<file path="src/rtl/buf_load_pkg.sv">
package buf_load_pkg;

  typedef enum logic {
    MODE_HANDSHAKE = 1'b0,
    MODE_FIXED     = 1'b1
  } xfer_mode_e;

  // strobes from control to datapath
  typedef struct packed {
    logic load;   // capture start/stride into both generators
    logic rdAdv;  // step the buffer-side address
    logic wrAdv;  // step the SRAM-side address
  } step_strb_t;

endpackage

</file>
<file path="src/rtl/buf_load_agen.sv">
module buf_load_agen #(
  parameter int AW = 8
) (
  input  logic          clk,
  input  logic          rst,
  input  logic          load,
  input  logic [AW-1:0] startAddr,
  input  logic [AW-1:0] stride,
  input  logic          adv,
  output logic [AW-1:0] addr
);

  logic [AW-1:0] addrQ;
  logic [AW-1:0] strideQ;

  always_ff @(posedge clk) begin
    if (rst) begin
      addrQ   <= '0;
      strideQ <= '0;
    end else if (load) begin
      addrQ   <= startAddr;
      strideQ <= stride;
    end else if (adv) begin
      addrQ   <= addrQ + strideQ;  // natural wrap modulo 2^AW
    end
  end

  assign addr = addrQ;

endmodule

</file>
<file path="src/rtl/buf_load_dp.sv">
module buf_load_dp
  import buf_load_pkg::*;
#(
  parameter int DATA_W = 32,
  parameter int RD_AW  = 10,
  parameter int WR_AW  = 8
) (
  input  logic              clk,
  input  logic              rst,
  input  step_strb_t        strb,
  input  logic [RD_AW-1:0]  cfgRdStart,
  input  logic [RD_AW-1:0]  cfgRdStep,
  input  logic [WR_AW-1:0]  cfgWrStart,
  input  logic [WR_AW-1:0]  cfgWrStep,
  input  logic [DATA_W-1:0] bufData,
  output logic [RD_AW-1:0]  bufAddr,
  output logic [WR_AW-1:0]  sramAddr,
  output logic [DATA_W-1:0] sramWdata
);

  buf_load_agen #(.AW(RD_AW)) u_rdGen (
    .clk       (clk),
    .rst       (rst),
    .load      (strb.load),
    .startAddr (cfgRdStart),
    .stride    (cfgRdStep),
    .adv       (strb.rdAdv),
    .addr      (bufAddr)
  );

  buf_load_agen #(.AW(WR_AW)) u_wrGen (
    .clk       (clk),
    .rst       (rst),
    .load      (strb.load),
    .startAddr (cfgWrStart),
    .stride    (cfgWrStep),
    .adv       (strb.wrAdv),
    .addr      (sramAddr)
  );

  // the word on the buffer bus is the word committed in a write cycle
  assign sramWdata = bufData;

endmodule

</file>
<file path="src/rtl/buf_load_ctrl.sv">
module buf_load_ctrl
  import buf_load_pkg::*;
#(
  parameter int CNT_W = 8,
  parameter int LAT_W = 4
) (
  input  logic             clk,
  input  logic             rst,
  input  logic             cfgLoad,
  input  logic             cfgMode,
  input  logic [CNT_W-1:0] cfgRdIter,
  input  logic [CNT_W-1:0] cfgWrIter,
  input  logic [LAT_W-1:0] cfgLat,
  input  logic             bufValid,
  output step_strb_t       strb,
  output logic             bufEn,
  output logic             sramWe,
  output logic             done,
  output logic             modeFixed
);

  localparam logic [CNT_W-1:0] CNT_ONE = CNT_W'(1);
  localparam logic [LAT_W-1:0] LAT_ONE = LAT_W'(1);

  xfer_mode_e       mode;
  logic [CNT_W-1:0] rdLeft, wrLeft;
  logic [CNT_W-1:0] rdLeftNext, wrLeftNext;
  logic [LAT_W-1:0] wrWait;
  logic             doneQ;
  logic             idle, accept, rdGo, wrGo;

  assign modeFixed = (mode == MODE_FIXED);
  assign idle      = (rdLeft == '0) && (wrLeft == '0);
  assign accept    = cfgLoad && idle;

  // read side: every cycle in fixed mode, on each valid beat otherwise
  assign rdGo = (rdLeft != '0) && (modeFixed || bufValid);
  // write side: after the latency window in fixed mode, on valid otherwise
  assign wrGo = (wrLeft != '0) && (modeFixed ? (wrWait == '0) : bufValid);

  assign rdLeftNext = rdGo ? rdLeft - CNT_ONE : rdLeft;
  assign wrLeftNext = wrGo ? wrLeft - CNT_ONE : wrLeft;

  always_comb begin
    strb       = '0;
    strb.load  = accept;
    strb.rdAdv = rdGo;
    strb.wrAdv = wrGo;
  end

  always_ff @(posedge clk) begin
    if (rst) begin
      mode   <= MODE_HANDSHAKE;
      rdLeft <= '0;
      wrLeft <= '0;
      wrWait <= '0;
      doneQ  <= 1'b0;
    end else if (accept) begin
      mode   <= xfer_mode_e'(cfgMode);
      rdLeft <= cfgRdIter;
      wrLeft <= cfgWrIter;
      wrWait <= cfgLat;
      doneQ  <= (cfgRdIter == '0) && (cfgWrIter == '0);
    end else begin
      rdLeft <= rdLeftNext;
      wrLeft <= wrLeftNext;
      if (modeFixed && (wrWait != '0)) begin
        wrWait <= wrWait - LAT_ONE;
      end
      doneQ  <= !idle && (rdLeftNext == '0) && (wrLeftNext == '0);
    end
  end

  assign bufEn  = (rdLeft != '0);
  assign sramWe = wrGo;
  assign done   = doneQ;

endmodule

</file>
<file path="src/rtl/buf_load_seq.sv">
module buf_load_seq
  import buf_load_pkg::*;
#(
  parameter int DATA_W = 32,
  parameter int RD_AW  = 10,
  parameter int WR_AW  = 8,
  parameter int CNT_W  = 8,
  parameter int LAT_W  = 4
) (
  input  logic              clk,
  input  logic              rst,
  input  logic              cfgLoad,
  input  logic              cfgMode,
  input  logic [RD_AW-1:0]  cfgRdStart,
  input  logic [RD_AW-1:0]  cfgRdStep,
  input  logic [CNT_W-1:0]  cfgRdIter,
  input  logic [WR_AW-1:0]  cfgWrStart,
  input  logic [WR_AW-1:0]  cfgWrStep,
  input  logic [CNT_W-1:0]  cfgWrIter,
  input  logic [LAT_W-1:0]  cfgLat,
  output logic [RD_AW-1:0]  bufAddr,
  output logic              bufEn,
  input  logic              bufValid,
  input  logic [DATA_W-1:0] bufData,
  output logic              sramWe,
  output logic [WR_AW-1:0]  sramAddr,
  output logic [DATA_W-1:0] sramWdata,
  output logic              done
);

  step_strb_t strb;
  logic       modeFixed;

  buf_load_ctrl #(.CNT_W(CNT_W), .LAT_W(LAT_W)) u_ctrl (
    .clk       (clk),
    .rst       (rst),
    .cfgLoad   (cfgLoad),
    .cfgMode   (cfgMode),
    .cfgRdIter (cfgRdIter),
    .cfgWrIter (cfgWrIter),
    .cfgLat    (cfgLat),
    .bufValid  (bufValid),
    .strb      (strb),
    .bufEn     (bufEn),
    .sramWe    (sramWe),
    .done      (done),
    .modeFixed (modeFixed)
  );

  buf_load_dp #(.DATA_W(DATA_W), .RD_AW(RD_AW), .WR_AW(WR_AW)) u_dp (
    .clk        (clk),
    .rst        (rst),
    .strb       (strb),
    .cfgRdStart (cfgRdStart),
    .cfgRdStep  (cfgRdStep),
    .cfgWrStart (cfgWrStart),
    .cfgWrStep  (cfgWrStep),
    .bufData    (bufData),
    .bufAddr    (bufAddr),
    .sramAddr   (sramAddr),
    .sramWdata  (sramWdata)
  );

endmodule

</file>
<file path="config.mk">
export PLATFORM = sky130hd
export DESIGN_NAME = buf_load_seq
export DESIGN_NICKNAME = d
export VERILOG_FILES = /design/src/rtl/buf_load_pkg.sv /design/src/rtl/buf_load_agen.sv /design/src/rtl/buf_load_dp.sv /design/src/rtl/buf_load_ctrl.sv /design/src/rtl/buf_load_seq.sv
export SDC_FILE = /design/constraint.sdc
export NUM_CORES = 1
export LEC_CHECK = 0
export ABC_AREA = 1
export ABC_CLOCK_PERIOD_IN_PS = 3000
export CORE_MARGIN = 2
export CORE_UTILIZATION = 40
export CTS_CLUSTER_DIAMETER = 150
export CTS_CLUSTER_SIZE = 10
export DETAILED_ROUTE_END_ITERATION = 7
export PLACE_DENSITY = 0.84
export SKIP_LAST_GASP = 1
export SYNTH_ARGS = -nofsm -noshare
export SYNTH_HDL_FRONTEND = slang
export SYNTH_HIERARCHICAL = 1
export SYNTH_SLANG_ARGS = --single-unit
export TNS_END_PERCENT = 5
</file>
<file path="constraint.sdc">
create_clock -name clk -period 3 [get_ports clk]
set_input_delay 0.75 -clock clk [delete_from_list [all_inputs] [get_ports clk]]
set_output_delay 0.75 -clock clk [all_outputs]
set_load 0.005 [all_outputs]
</file>
* Word level (Yosys, flattened, before mapping) *
Cells that the tools add are included.

operators by class
  $add $sub $neg = 5
  reduce and logical (&&, ||, !) cells = 23
  muxes and demuxes = 12

operators by type and width
  operator               count
  $logic_not A8 Y1       6
  $mux W8                6
  $mux W10               2
  $reduce_bool A8 Y1     2
  $sub A8 B1 Y8 const B  2
  $add A10 B10 Y10       1
  $add A8 B8 Y8          1
  $logic_and A1 B1 Y1    8
  $mux W4                2
  $reduce_bool A2 Y1     3
  $logic_not A4 Y1       1
  $reduce_bool A4 Y1     1
  $sub A4 B1 Y4 const B  1
  $mux W1                2
  $logic_not A1 Y1       1
  $logic_or A1 B1 Y1     1

storage, ports and cells
  logic and storage cells = 49
  register bits after elaboration = 58
  input bits = 93
  output and inout port bits = 53

* Logic depth before layout (Yosys ltp) *
  word-level depth = 7
  gate-level depth with buffers = 16
  mapped depth without buffers = 13

* Hierarchy *
The synthesis kept the hierarchy.

modules (own cells, without submodules)
  module                        cells each  instances  seq. area each (um^2)  area an instance (um^2)
  buf_load_ctrl                 262         1          440.4                  1636.6
  buf_load_agen (u_dp.u_rdGen)  176         1          400.4                  1232.4
  buf_load_agen (u_dp.u_wrGen)  135         1          320.3                  942.2
  buf_load_dp                   32          1          0.0                    240.2

* Least setup slack after synthesis *
OpenSTA, ideal clock, no wires.

  path kind = register to register
  start point = register u_ctrl.wrLeft[0]
  end point = register u_dp.u_wrGen.addrQ[0], in the netlist u_dp/u_wrGen/addr[0]
  period minus slack after synthesis = 2229 ps
  stages on the path, launching flop included = 17
  path buffers = 3
  slack = 771 ps
  arrival time = 2120 ps
  library setup time = 109 ps
  data required time = 2891 ps
  cells stage by stage = dfxtp_1 -> inv_1 -> ha_1 -> nand2_4 -> nor2_8 -> nand2_2 -> nor2_4 -> buf_2 -> buf_4 -> buf_2 -> inv_2 -> nand2_1 -> inv_2 -> nand2_1 -> nand3_1 -> nand2_1 -> inv_1

on the way
  longest elaborated chain between the ends = 4
  elaborated cells on any way between the ends = 7
  classes of those cells = mux: 1; reduce/logical: 6

RTL lines
  element                                               line                 RTL
  start, declared                                       buf_load_ctrl.sv:26  logic [CNT_W-1:0] rdLeft, wrLeft;
  start signal, assigned                                buf_load_ctrl.sv:61  wrLeft <= cfgWrIter;
  start signal, assigned                                buf_load_ctrl.sv:66  wrLeft <= wrLeftNext;
  $logic_not A8 Y1 *                                    buf_load_ctrl.sv:33  assign idle = (rdLeft == '0) && (wrLeft == '0);
  $logic_and A1 B1 Y1 *                                 buf_load_ctrl.sv:33
  $logic_and A1 B1 Y1 *                                 buf_load_ctrl.sv:34  assign accept = cfgLoad && idle;
  net u_ctrl.accept                                     buf_load_ctrl.sv:30  logic idle, accept, rdGo, wrGo;
  $mux W8 / $reduce_bool A2 Y1 (equally long branches)  -
  end signal, assigned                                  buf_load_agen.sv:21  addrQ <= startAddr;
  end signal, assigned                                  buf_load_agen.sv:24  addrQ <= addrQ + strideQ;
  end, declared                                         buf_load_agen.sv:13  logic [AW-1:0] addrQ;

The timed path passes the listed nets; every way through them passes the cells marked *.
A chain may end at the register's enable or synchronous reset.

* Final worst setup path *
  start point = input port bufValid
  end point = output port sramWe

on the way
  longest elaborated chain between the ends = 2

RTL lines
  element              line                 RTL
  start, declared      buf_load_seq.sv:23   input logic bufValid,
  $mux W1              buf_load_ctrl.sv:39  assign wrGo = (wrLeft != '0) && (modeFixed ? (wrWait == '0) : bufValid);
  $logic_and A1 B1 Y1  buf_load_ctrl.sv:39
  end, declared        buf_load_seq.sv:25   output logic sramWe,

Every way passes these cells.

==> run_results.csv <==
group,metric,value,unit
synthesis,ys_types,40,
timing,setup_tns,0,ns
detailed_routing,drtAntennaViolNets,0,
timing,slew_headroom,66.5,%
placed_design,place_inst,782,
final_layout,post-route-util,50.8,%
worst_setup_path,cp_common_cell,"clkdlybuf4s50_1",
placed_design,pre_cts_ws,0.167,ns
synthesis,yosysTopAreaCell,"dfxtp_1",
power,power_switching,2.23,mW
detailed_routing,drt-total-wl,9870,um
final_layout,area_delta_synth_final,23.2,%
floorplan,pin_count,146,
cts,cts_max_level,3,
worst_setup_path,crit_fanout,5,
global_route,antenna_found_initial,0,
cts,postCtsHoldBufs,0,
timing,slew_violations,0,
cts,clock_latency,0.33,ns
placed_design,place_congestion,0.869,
cts,cts.sinks,58,
final_layout,postLayoutCellArea,4990,um^2
synthesis,yosys_warnings,6,
power,p_int,2.64,mW
synthesis,synth.avg_cell_area,6.70,um^2
floorplan,initial_core_util,41.3,%
synthesis,syn-num-nets,720,
power,power,4.87,mW
worst_setup_path,r2r_cells,9,
synthesis,synth_area_leaders,"dfxtp_1 (29%), nand2_1 (12%), nor2_1 (7.2%)",
timing,fin_crit_sh,94.1,%
power,p_comb_share,58.0,%
timing,tightest_slew,0.501,ns
final_layout,multiInputGateArea,2280,um^2
cts,cts.reportedPaths.clkPinSlew,0.07,ns
timing,hold_slack,0.512,ns
cts,cts_buffers,9,
global_route,grt_pass1_wl,16800,um
synthesis,async_reset_ff_share,0,%
global_route,grt_max_degree,23,
detailed_routing,viasPerCell,4.91,
timing,hold_viol,0,
power,p_per_area,976,nW/um^2
global_route,grt_pass1_vias,3678,
placed_design,placed_area,4770,um^2
final_layout,fin_nets,775,
timing,finalSetupViolations,0,
floorplan,fp.dieW,105,um
final_layout,diodes,0,
power,peakVddDrop,0.667,mV
timing,max_freq,0.354,GHz
timing,period_needed,2.82,ns
worst_setup_path,worst-path-stages,6,
worst_setup_path,crit_slowest_cell,"clkdlybuf4s50_1",
cts,clock_path_buffers,2,
synthesis,synthCells,605,
job,max-cap-violations,0,
worst_setup_path,cp.buffers_inverters,3,
worst_setup_path,cp-end-kind,"output port",
final_layout,instances_no_fill,798,
synthesis,synth_common_cells,"nand2_1 (131), nor2_1 (78), inv_1 (65)",
worst_setup_path,critPathTopFamily,"buffers and inverters",
power,power_frac_clock,16.6,%
synthesis,ys_ff_latch,58,
floorplan,die-area,10900,um^2
min_path,holdPathStages,2,
timing,skew,0.0120,ns
placed_design,port_buffers,81,
synthesis,seq_area_frac_synth,28.7,%
synthesis,synth_top_area_share,28.7,%
worst_setup_path,worstPathRequired,2.25,ns
synthesis,synth_most_common_cell,"nand2_1",
cts,ctsRootBufferMaster,"clkbuf_8",
power,leakagePower,2.37,nW
detailed_routing,drtIter0Drc,101,
synthesis,synth_edf_count,0,
timing,rsz0062_at_grt,"no",
global_route,grt.overflow.total,0,
power,seq_power_share,25.3,%
final_layout,fillers,979,
cts,cts_tree,"built",
synthesis,synth-main-ff-cell,"dfxtp_1",
global_route,grt_usage,18.5,%
run_status,outcome,"complete, no violations",
cts,cts_resized,0,
floorplan,num_rows,36,
cts,post_cts.repair.setup_buffers,0,
worst_setup_path,critical_path_class,"in2out",
final_layout,seq_area,1160,um^2
floorplan,coreArea,9820,um^2
detailed_routing,wire_per_inst,12.4,um
worst_setup_path,crit_chain,"clkdlybuf4s50_1 -> nor2_2 -> inv_2 -> nand2_4 -> nor2_4 -> clkdlybuf4s50_1",
worst_setup_path,critical_path_arrival,2.07,ns
worst_setup_path,startpoint_type,"primary input",
worst_setup_path,max_stage_delay,0.51,ns
detailed_routing,first_pass_iters,5,
min_path,worstHoldPathType,"reg2reg",
synthesis,netlist_area,4050,um^2
final_layout,drive_gt1_share,9.92,%
power,p_sw_share,45.9,%
floorplan,dieHeight,105,um
timing,layout_setup_ws,0.177,ns
detailed_routing,drc,0,
detailed_routing,dr_total_vias,3922,
placed_design,hpwlAfterDp,7590,um
==> worst register-to-register path, cell delays in order (launching register included) <==
cell and delay (ns):
dfxtp_1 0.30, inv_1 0.17, ha_1 0.33, nand2_4 0.11
nor2_8 0.18, nand2_2 0.10, nor2_4 0.27, clkinv_1 0.42
nor2_1 0.25, nor2_1 0.07
==> per-layer routing <==
metal	share of wire (%)	up-vias	track usage, %	wire length (um)
li1	-	2040	-	-
met1	45	1748	23.8	4450
met2	48	123	31.7	4700
met3	6.4	11	3.56	627
met4	1.0	0	4.95	103
met5	0	-	0	0
==> power by group through the flow <==
| stage | Combinational [mW] | Clock, mW | Sequential [mW] |
|---|---|---|---|
| 2_1_floorplan | 2.12 | 0 | 1.20 |
| 3_3_place_gp | 2.73 | 0 | 1.24 |
| 3_5_place_dp | 2.79 | 0 | 1.25 |
| 4_1_cts | 2.82 | 0.833 | 1.23 |
| 5_1_grt | 3.18 | 0.871 | 1.27 |
| 6_report | 2.83 | 0.810 | 1.23 |
==> cell usage in the layout, fill, tap and decap left out, drive strengths merged, types with 3 or more instances in the layout <==
master / instances
nand2: 138
nor2: 91
nand3: 37
nor4: 3
nand4: 9
or2: 5
clkdlybuf4s50: 81
xnor2: 3
buf: 9
a22oi: 12
ha: 20
a31oi: 6
o21ai: 43
o211ai: 4
xor2: 6
inv: 76
clkbuf: 11
nand3b: 3
dfxtp: 58
clkinv: 3
a21oi: 36
==> kinds of logic after synthesis <==
group                      synth area share (%)
AOI/OAI and AO/OA                          14.8
xor gates and xnor gates                   2.13
DFF                                        28.7
and+or+nand+nor                            32.2
buffers and inverters                      15.1
adders and majority gates                  7.16
==> registers in the layout, summed over array words and instances (netlist names) <==
register and flops:
u_ctrl/done 1, u_ctrl/modeFixed 1, u_ctrl/rdLeft 8, u_ctrl/wrLeft 8, u_ctrl/wrWait 4, u_dp/u_rdGen/addr 10
u_dp/u_rdGen/strideQ 10, u_dp/u_wrGen/addr 8, u_dp/u_wrGen/strideQ 8
==> path summary, 6_finish.rpt <==
kind         slack (ns)                    start                      end
max                0.18                 bufValid                   sramWe
min                0.51  u_dp/u_wrGen/strideQ[0]  u_dp/u_wrGen/strideQ[0]
max reg2reg        0.70         u_ctrl/wrLeft[0]  u_dp/u_rdGen/strideQ[5]
min reg2reg        0.51  u_dp/u_wrGen/strideQ[0]  u_dp/u_wrGen/strideQ[0]
==> cell type report <==
class	instances	share of cell area (%)
Clock inverter	5	1.55
Sequential cell	58	23.3
Multi-Input combinational cell	424	45.6
Tap cell	133	3.33
Inverter	77	5.79
Clock buffer	11	2.83
Timing Repair Buffer	90	17.6
Power figures use the tool's default switching activity.
